--- src/rtl/vic_pkg.sv ---
package vic_pkg;
  localparam int unsigned NSRC   = 32;
  localparam int unsigned PRIO_W = 4;
  localparam int unsigned ADDR_W = 10;

  localparam logic [7:0] OFF_MSTAT = 8'h00;
  localparam logic [7:0] OFF_RAW   = 8'h04;
  localparam logic [7:0] OFF_ENSET = 8'h08;
  localparam logic [7:0] OFF_ENCLR = 8'h0C;
  localparam logic [7:0] OFF_CUR   = 8'h20;
  localparam logic [7:0] OFF_ACK   = 8'h28;
  localparam logic [7:0] OFF_THR   = 8'h2C;

  localparam logic [ADDR_W-1:0] A_INV    = 10'h200;
  localparam logic [ADDR_W-1:0] A_STICKY = 10'h204;
  localparam logic [2:0]        A_PRIO_HI = 3'b110;
endpackage

--- src/rtl/vic_src_cond.sv ---
module vic_src_cond #(
  parameter int unsigned N = 32
) (
  input  logic         clk_i,
  input  logic         rst_ni,
  input  logic [N-1:0] src_i,
  input  logic [N-1:0] inv_sel_i,
  input  logic [N-1:0] sticky_sel_i,
  input  logic [N-1:0] clr_i,
  output logic [N-1:0] pend_o
);
  logic [N-1:0] cond, prev_q, latch_q;

  // polarity bit 1 = pass through, 0 = invert
  assign cond = ~(src_i ^ inv_sel_i);

  for (genvar g = 0; g < N; g++) begin : g_src
    logic rise;
    assign rise = cond[g] & ~prev_q[g];

    always_ff @(posedge clk_i or negedge rst_ni) begin
      if (!rst_ni) begin
        prev_q[g]  <= 1'b0;
        latch_q[g] <= 1'b0;
      end else begin
        prev_q[g]  <= cond[g];
        latch_q[g] <= sticky_sel_i[g] & (rise | (latch_q[g] & ~clr_i[g]));
      end
    end

    assign pend_o[g] = sticky_sel_i[g] ? latch_q[g] : cond[g];

    p_edge_set_r8: assert property (@(posedge clk_i) disable iff (!rst_ni)
      (sticky_sel_i[g] && rise) |=> (latch_q[g] || !sticky_sel_i[g]));
    p_sticky_hold_r8: assert property (@(posedge clk_i) disable iff (!rst_ni)
      (sticky_sel_i[g] && latch_q[g] && !clr_i[g]) |=> (latch_q[g] || !sticky_sel_i[g]));
  end
endmodule

--- src/rtl/vic_bank.sv ---
module vic_bank #(
  parameter int unsigned N  = 32,
  parameter int unsigned PW = 4,
  localparam int unsigned IW = $clog2(N) + 1
) (
  input  logic                 clk_i,
  input  logic                 rst_ni,
  input  logic [N-1:0]         pend_i,
  input  logic [N-1:0][PW-1:0] prio_i,
  input  logic                 set_we_i,
  input  logic                 clr_we_i,
  input  logic                 thr_we_i,
  input  logic [N-1:0]         wdata_i,
  input  logic                 ack_i,
  output logic [N-1:0]         en_o,
  output logic [PW-1:0]        thr_o,
  output logic [N-1:0]         masked_o,
  output logic [IW-1:0]        cur_o,
  output logic                 req_o,
  output logic [N-1:0]         clr_o
);
  logic [N-1:0]  en_q, pass;
  logic [PW-1:0] thr_q;

  always_ff @(posedge clk_i or negedge rst_ni) begin
    if (!rst_ni) begin
      en_q  <= '0;
      thr_q <= '1;
    end else begin
      if (set_we_i) en_q <= en_q | wdata_i;
      if (clr_we_i) en_q <= en_q & ~wdata_i;
      if (thr_we_i) thr_q <= wdata_i[PW-1:0];
    end
  end

  for (genvar g = 0; g < N; g++) begin : g_pass
    assign pass[g]  = prio_i[g] <= thr_q;
    assign clr_o[g] = ack_i && req_o && (cur_o == IW'(g));
  end

  assign masked_o = pend_i & en_q & pass;
  assign req_o    = |masked_o;
  assign en_o     = en_q;
  assign thr_o    = thr_q;

  // strict compare keeps the lower index on equal priority
  always_comb begin
    logic          found;
    logic [PW-1:0] best;
    found = 1'b0;
    best  = '1;
    cur_o = IW'(N);
    for (int i = 0; i < N; i++) begin
      if (masked_o[i] && (!found || prio_i[i] < best)) begin
        found = 1'b1;
        best  = prio_i[i];
        cur_o = IW'(i);
      end
    end
  end

  p_en_set_r2: assert property (@(posedge clk_i) disable iff (!rst_ni)
    set_we_i |=> ((en_q & $past(wdata_i)) == $past(wdata_i)));
  p_en_clr_r2: assert property (@(posedge clk_i) disable iff (!rst_ni)
    clr_we_i |=> ((en_q & $past(wdata_i)) == '0));
  p_thr_load_r6: assert property (@(posedge clk_i) disable iff (!rst_ni)
    thr_we_i |=> (thr_q == $past(wdata_i[PW-1:0])));
  p_req_src_r4: assert property (@(posedge clk_i) disable iff (!rst_ni)
    req_o |-> ((pend_i & en_q) != '0));
  p_cur_pick_r5: assert property (@(posedge clk_i) disable iff (!rst_ni)
    req_o |-> (cur_o < IW'(N) && masked_o[cur_o[IW-2:0]]));
  p_cur_idle_r5: assert property (@(posedge clk_i) disable iff (!rst_ni)
    !req_o |-> (cur_o == IW'(N)));
endmodule

--- src/rtl/vic_ctrl.sv ---
module vic_ctrl
  import vic_pkg::*;
(
  input  logic              clk_i,
  input  logic              rst_ni,
  input  logic [NSRC-1:0]   src_i,
  input  logic [ADDR_W-1:0] addr_i,
  input  logic              wr_i,
  input  logic [31:0]       wdata_i,
  input  logic              rd_i,
  output logic [31:0]       rdata_o,
  output logic              irq_o,
  output logic              fiq_o
);
  localparam int unsigned IW = $clog2(NSRC) + 1;
  localparam int unsigned PI = $clog2(NSRC);

  logic [NSRC-1:0]             inv_q, sticky_q, pend, clr_any;
  logic [NSRC-1:0][PRIO_W-1:0] prio_q;
  logic [1:0][NSRC-1:0]        en, masked, clr;
  logic [1:0][IW-1:0]          cur;
  logic [1:0][PRIO_W-1:0]      thr;
  logic [1:0]                  req;
  logic [7:0]                  off;
  logic                        in_bank, in_prio;
  logic [PI-1:0]               pidx;
  logic [31:0]                 rd_val;

  assign off     = addr_i[7:0];
  assign in_bank = ~addr_i[9];
  assign in_prio = (addr_i[9:7] == A_PRIO_HI) && (addr_i[1:0] == 2'b00);
  assign pidx    = addr_i[PI+1:2];

  vic_src_cond #(.N(NSRC)) u_cond (
    .clk_i(clk_i), .rst_ni(rst_ni), .src_i(src_i), .inv_sel_i(inv_q),
    .sticky_sel_i(sticky_q), .clr_i(clr_any), .pend_o(pend)
  );

  for (genvar b = 0; b < 2; b++) begin : g_bank
    logic hit;
    assign hit = wr_i && in_bank && (addr_i[8] == b[0]);
    vic_bank #(.N(NSRC), .PW(PRIO_W)) u_bank (
      .clk_i(clk_i), .rst_ni(rst_ni), .pend_i(pend), .prio_i(prio_q),
      .set_we_i(hit && off == OFF_ENSET),
      .clr_we_i(hit && off == OFF_ENCLR),
      .thr_we_i(hit && off == OFF_THR),
      .wdata_i(wdata_i[NSRC-1:0]),
      .ack_i(rd_i && in_bank && (addr_i[8] == b[0]) && off == OFF_ACK),
      .en_o(en[b]), .thr_o(thr[b]), .masked_o(masked[b]), .cur_o(cur[b]),
      .req_o(req[b]), .clr_o(clr[b])
    );
  end

  assign clr_any = clr[0] | clr[1];
  assign irq_o   = req[0];
  assign fiq_o   = req[1];

  always_ff @(posedge clk_i or negedge rst_ni) begin
    if (!rst_ni) begin
      inv_q    <= '1;
      sticky_q <= '0;
      prio_q   <= '0;
    end else if (wr_i) begin
      if (addr_i == A_INV)    inv_q    <= wdata_i[NSRC-1:0];
      if (addr_i == A_STICKY) sticky_q <= wdata_i[NSRC-1:0];
      if (in_prio)            prio_q[pidx] <= wdata_i[PRIO_W-1:0];
    end
  end

  always_comb begin
    rd_val = '0;
    if (in_bank) begin
      case (off)
        OFF_MSTAT:        rd_val = masked[addr_i[8]];
        OFF_RAW:          rd_val = pend;
        OFF_ENSET:        rd_val = en[addr_i[8]];
        OFF_CUR, OFF_ACK: rd_val = 32'(cur[addr_i[8]]);
        OFF_THR:          rd_val = 32'(thr[addr_i[8]]);
        default:          rd_val = '0;
      endcase
    end else if (addr_i == A_INV) begin
      rd_val = inv_q;
    end else if (addr_i == A_STICKY) begin
      rd_val = sticky_q;
    end else if (in_prio) begin
      rd_val = 32'(prio_q[pidx]);
    end
  end

  always_ff @(posedge clk_i or negedge rst_ni) begin
    if (!rst_ni) rdata_o <= '0;
    else if (rd_i) rdata_o <= rd_val;
  end

  p_rdata_hold_r10: assert property (@(posedge clk_i) disable iff (!rst_ni)
    !rd_i |=> $stable(rdata_o));
  p_prio_load_r9: assert property (@(posedge clk_i) disable iff (!rst_ni)
    (wr_i && in_prio) |=> (prio_q[$past(pidx)] == $past(wdata_i[PRIO_W-1:0])));
  p_inv_load_r7: assert property (@(posedge clk_i) disable iff (!rst_ni)
    (wr_i && addr_i == A_INV) |=> (inv_q == $past(wdata_i)));
endmodule

--- config.mk ---
export PLATFORM = sky130hd
export DESIGN_NAME = vic_ctrl
export DESIGN_NICKNAME = d
export VERILOG_FILES = /design/src/rtl/vic_pkg.sv /design/src/rtl/vic_src_cond.sv /design/src/rtl/vic_bank.sv /design/src/rtl/vic_ctrl.sv
export SDC_FILE = /design/constraint.sdc
export NUM_CORES = 1
export LEC_CHECK = 0
export BUFFER_PORTS_ARGS = -buffer_cell sky130_fd_sc_hd__buf_4
export CORE_ASPECT_RATIO = 1.1
export CORE_MARGIN = 8
export CORE_UTILIZATION = 35
export CTS_BUF_LIST = sky130_fd_sc_hd__clkbuf_8
export DETAILED_ROUTE_END_ITERATION = 8
export PLACE_DENSITY = 0.6
export SYNTH_ARGS = -nofsm -noshare
export SYNTH_HDL_FRONTEND = slang
export SYNTH_SLANG_ARGS = --single-unit
--- constraint.sdc ---
create_clock -name clk_i -period 66.9 [get_ports clk_i]
set_input_delay 0 -clock clk_i [delete_from_list [all_inputs] [get_ports clk_i]]
set_output_delay 0 -clock clk_i [all_outputs]
set_load 0.03 [all_outputs]
==> results_dict.tcl <==
set metrics [dict create \
    status "complete, but fails checks" \
    violations "max-capacitance violations, max-slew violations" \
    cts_tree "built" \
    syn_to_final_growth_pct 12.4 \
    criticalPathCategory "reg -> reg" \
    powerDensity_nw_per_um2 14.7 \
    yosys.area_share.simple 0.197 \
    postLayoutCellArea_um2 41300 \
    die_area_um2 116000 \
    layout.nets 4944 \
    worstPathArrival_ps 52980 \
    ys_ff_latch 360 \
    chipWidth_um 325 \
    syn-cell-area_um2 36700 \
    critPathMaxStageDelay_ps 910 \
    dp_slack_ps 15500 \
    fmax_mhz 19.1 \
    skew_ps 30.7 \
    core-area_um2 104000 \
    leakage_uw 0.0182 \
    fin_tns_setup_ps 0 \
    worstMarginPinSlew_ps 1540 \
    syn_inst 4413 \
    first_pass_iters 8 \
    cts_made_buffers 70 \
    die_y_um 356 \
    hold_viol 0 \
    hold_slack_ps 38.8 \
    remaining_drc_errors 0 \
    ant_nets 0 \
    synth-edff-count 0 \
    ctsResizeCount 0 \
    maxCapViolations 1 \
    synth_top_family_by_area "compound AO/OA/AOI/OAI gates" \
    endpoint_kind "flip-flop" \
    postSynth.asyncResetShare 1.00 \
    avgSynthCellArea_um2 8.32 \
    cts_buffer_depth 3 \
    relSlewSlack -0.0379 \
    clkLatencyLatePin_ps 710 \
    clkSlewWorstSetupHoldPaths_ps 60 \
    start_util 0.353 \
    rsz0062_at_grt "false" \
    clock_sinks 360 \
    core.rowCount 124 \
    drtIter0Drc 4124 \
    synthAdderAreaFrac 0.120 \
    power.total_uw 607 \
    grt_usage 0.250 \
    min_period_over_period 0.784 \
    synth_xor_area_frac 0.0138 \
    num-fill-cells 10600 \
    port-buffer-count 111 \
    drive_above_1_share 0.143 \
    slowest_stage "clkinv_1" \
    cts_max_level 3 \
    setup_viol 0 \
    synth_flop_cell "dfrtp_1" \
    overflow 0 \
    slew_violations 4 \
    io_pins 112 \
    place_area_um2 39000 \
    routabilityCongestion 0.978 \
    crit_fanout 19 \
    finalWorstPathRequiredPeriod_ps 52420 \
    synthMuxAreaShare 0.0980 \
    grt_pass1_wl_um 227000 \
    grt_max_degree 167 \
    grt_pass1_vias 35200 \
    wl_per_cell_um 25.2 \
    fin_ws_ps 14480 \
    yosysUniqueCellTypes 135 \
    critical_path_required_ps 67450 \
    num_vias 37400 \
    antenna_found_initial 3 \
    cts_setup_buffers 0 \
    vdd_drop_max_mv 0.0137 \
    yosysWarnings 0 \
    routed_via_density 6.25 \
    ctsRootBufferMaster "clkbuf_8" \
    syn-num-nets 4817 \
    place_hpwl_um 110000 \
    wirelength_um 151000 \
    synth_compound_area_frac 0.283 \
    start_kind "flip-flop" \
    critPathMostFrequentCell "ha_1" \
    hp-class "in -> reg" \
    ctsHoldBuffers 76 \
    ys_seq_area_frac 0.247 \
]
==> Yosys cell counts, drive strengths merged (20+ instances only) <==
master / number / share of area
o22ai: 35 / 0.0061
nand2: 443 / 0.045
mux4: 32 / 0.020
nand2b: 126 / 0.022
xnor2: 41 / 0.010
nand3b: 42 / 0.0086
o21ai: 383 / 0.052
and2: 45 / 0.0077
a41o: 57 / 0.016
mux2: 177 / 0.055
nand3: 126 / 0.018
buf: 36 / 0.0057
nand4: 34 / 0.0060
or3: 26 / 0.0046
dfrtp: 320 / 0.22
maj3: 31 / 0.0085
o221ai: 51 / 0.012
o31ai: 40 / 0.0099
a211oi: 58 / 0.014
a211o: 20 / 0.0048
a21boi: 21 / 0.0043
clkbuf: 138 / 0.014
nor3: 65 / 0.0093
mux2i: 82 / 0.024
o211ai: 56 / 0.012
dfstp: 40 / 0.029
nor2: 360 / 0.037
a31oi: 41 / 0.0077
and3: 30 / 0.0051
a222oi: 27 / 0.0074
nor2b: 87 / 0.015
o21a: 43 / 0.0090
or2: 36 / 0.0061
a21o: 55 / 0.011
a21oi: 327 / 0.045
ha: 326 / 0.11
inv: 208 / 0.021
==> through the flow <==
step / instances / util
after CTS: 5981 / 0.397
after floorplan: 4413 / -
after detailed placement: 5778 / 0.375
after global placement: 5778 / 0.375
final: 5984 / 0.397
after global routing: 5983 / 0.397
==> report_power, final <==
group / internal (uW) / switching [uW] / total (uW) / leakage, uW
sequential: 224 / 9.19 / 233 / 0.00440
combinational: 44.9 / 80.0 / 125 / 0.0130
clock: 135 / 114 / 250 / 0.000849
total: 404 / 203 / 607 / 0.0182
==> cell usage in the layout, fill, tap and decap left out, drive strengths merged, types with 35 or more instances in the layout <==
cell type / netlist / routed
and2: 45 / 45
mux2i: 82 / 82
dfrtp: 320 / 320
buf: 36 / 154
a211oi: 58 / 58
xnor2: 41 / 41
o21a: 43 / 43
nor2: 360 / 360
mux2: 177 / 177
dlygate4sd3: 0 / 75
a41o: 57 / 57
inv: 208 / 228
ha: 326 / 326
or2: 36 / 36
a21oi: 327 / 327
o221ai: 51 / 51
nand2: 443 / 443
o22ai: 35 / 35
o211ai: 56 / 56
nand2b: 126 / 126
nand3b: 42 / 42
clkbuf: 138 / 84
a21o: 55 / 55
o21ai: 383 / 383
o31ai: 40 / 40
nand3: 126 / 126
nor2b: 87 / 87
a31oi: 41 / 41
dfstp: 40 / 40
nor3: 65 / 65
==> final timing paths <==
kind / startpoint / end / slack, ps / depth (start not counted)
worst min-delay path: wdata_i[21] / flip-flop / 40 / 3
worst max register to register: g_bank[0].u_bank.thr_o[2] / u_cond.latch_q[19] / 14480 / 226
min in group asynchronous: rst_ni / inv_q[18] / 440 / 3
worst min register to register: u_cond.prev_q[2] / u_cond.latch_q[2] / 450 / 1
worst max-delay path: g_bank[0].u_bank.thr_o[2] / u_cond.latch_q[19] / 14480 / 226
max in group asynchronous: rst_ni / prio_q[10] / 64620 / 5
==> critical path: cells and delay by family (launching register included) <==
kind	cells	cell delay, ps
AO/OA/AOI/OAI	92	23860
adder cells (fa/ha/maj)	32	9620
buffers and inverters	20	2250
flip-flops	1	520
multiplexers	17	5380
AND/OR/NAND/NOR	65	10600
==> layer usage <==
metal  vias up  global-route usage  routed length, um
li1      17000                   -                  -
met1     18100               0.338              64600
met2      1849               0.391              65700
met3       377              0.0453              13100
met4         0               0.102               7280
met5         -                   0                  0
==> cells by family after synthesis <==
logic type | count (synthesis)
AND/OR/NAND/NOR | 1481
AO/OA/AOI/OAI | 1478
buffers and inverters | 389
flip-flops | 360
adder cells (fa/ha/maj) | 357
multiplexers | 291
XOR/XNOR | 57
==> area by class of cell <==
class	instances	area, um2	area share
Antenna cell	3	7.51	0.000182
Clock buffer	84	1160	0.0280
Clock inverter	43	368	0.00891
Inverter	215	807	0.0196
Multi-Input combinational cell	3664	26200	0.635
Sequential cell	360	9060	0.219
Tap cell	1386	1730	0.0420
Timing Repair Buffer	229	1950	0.0472
(Power assumes the default switching activity.)
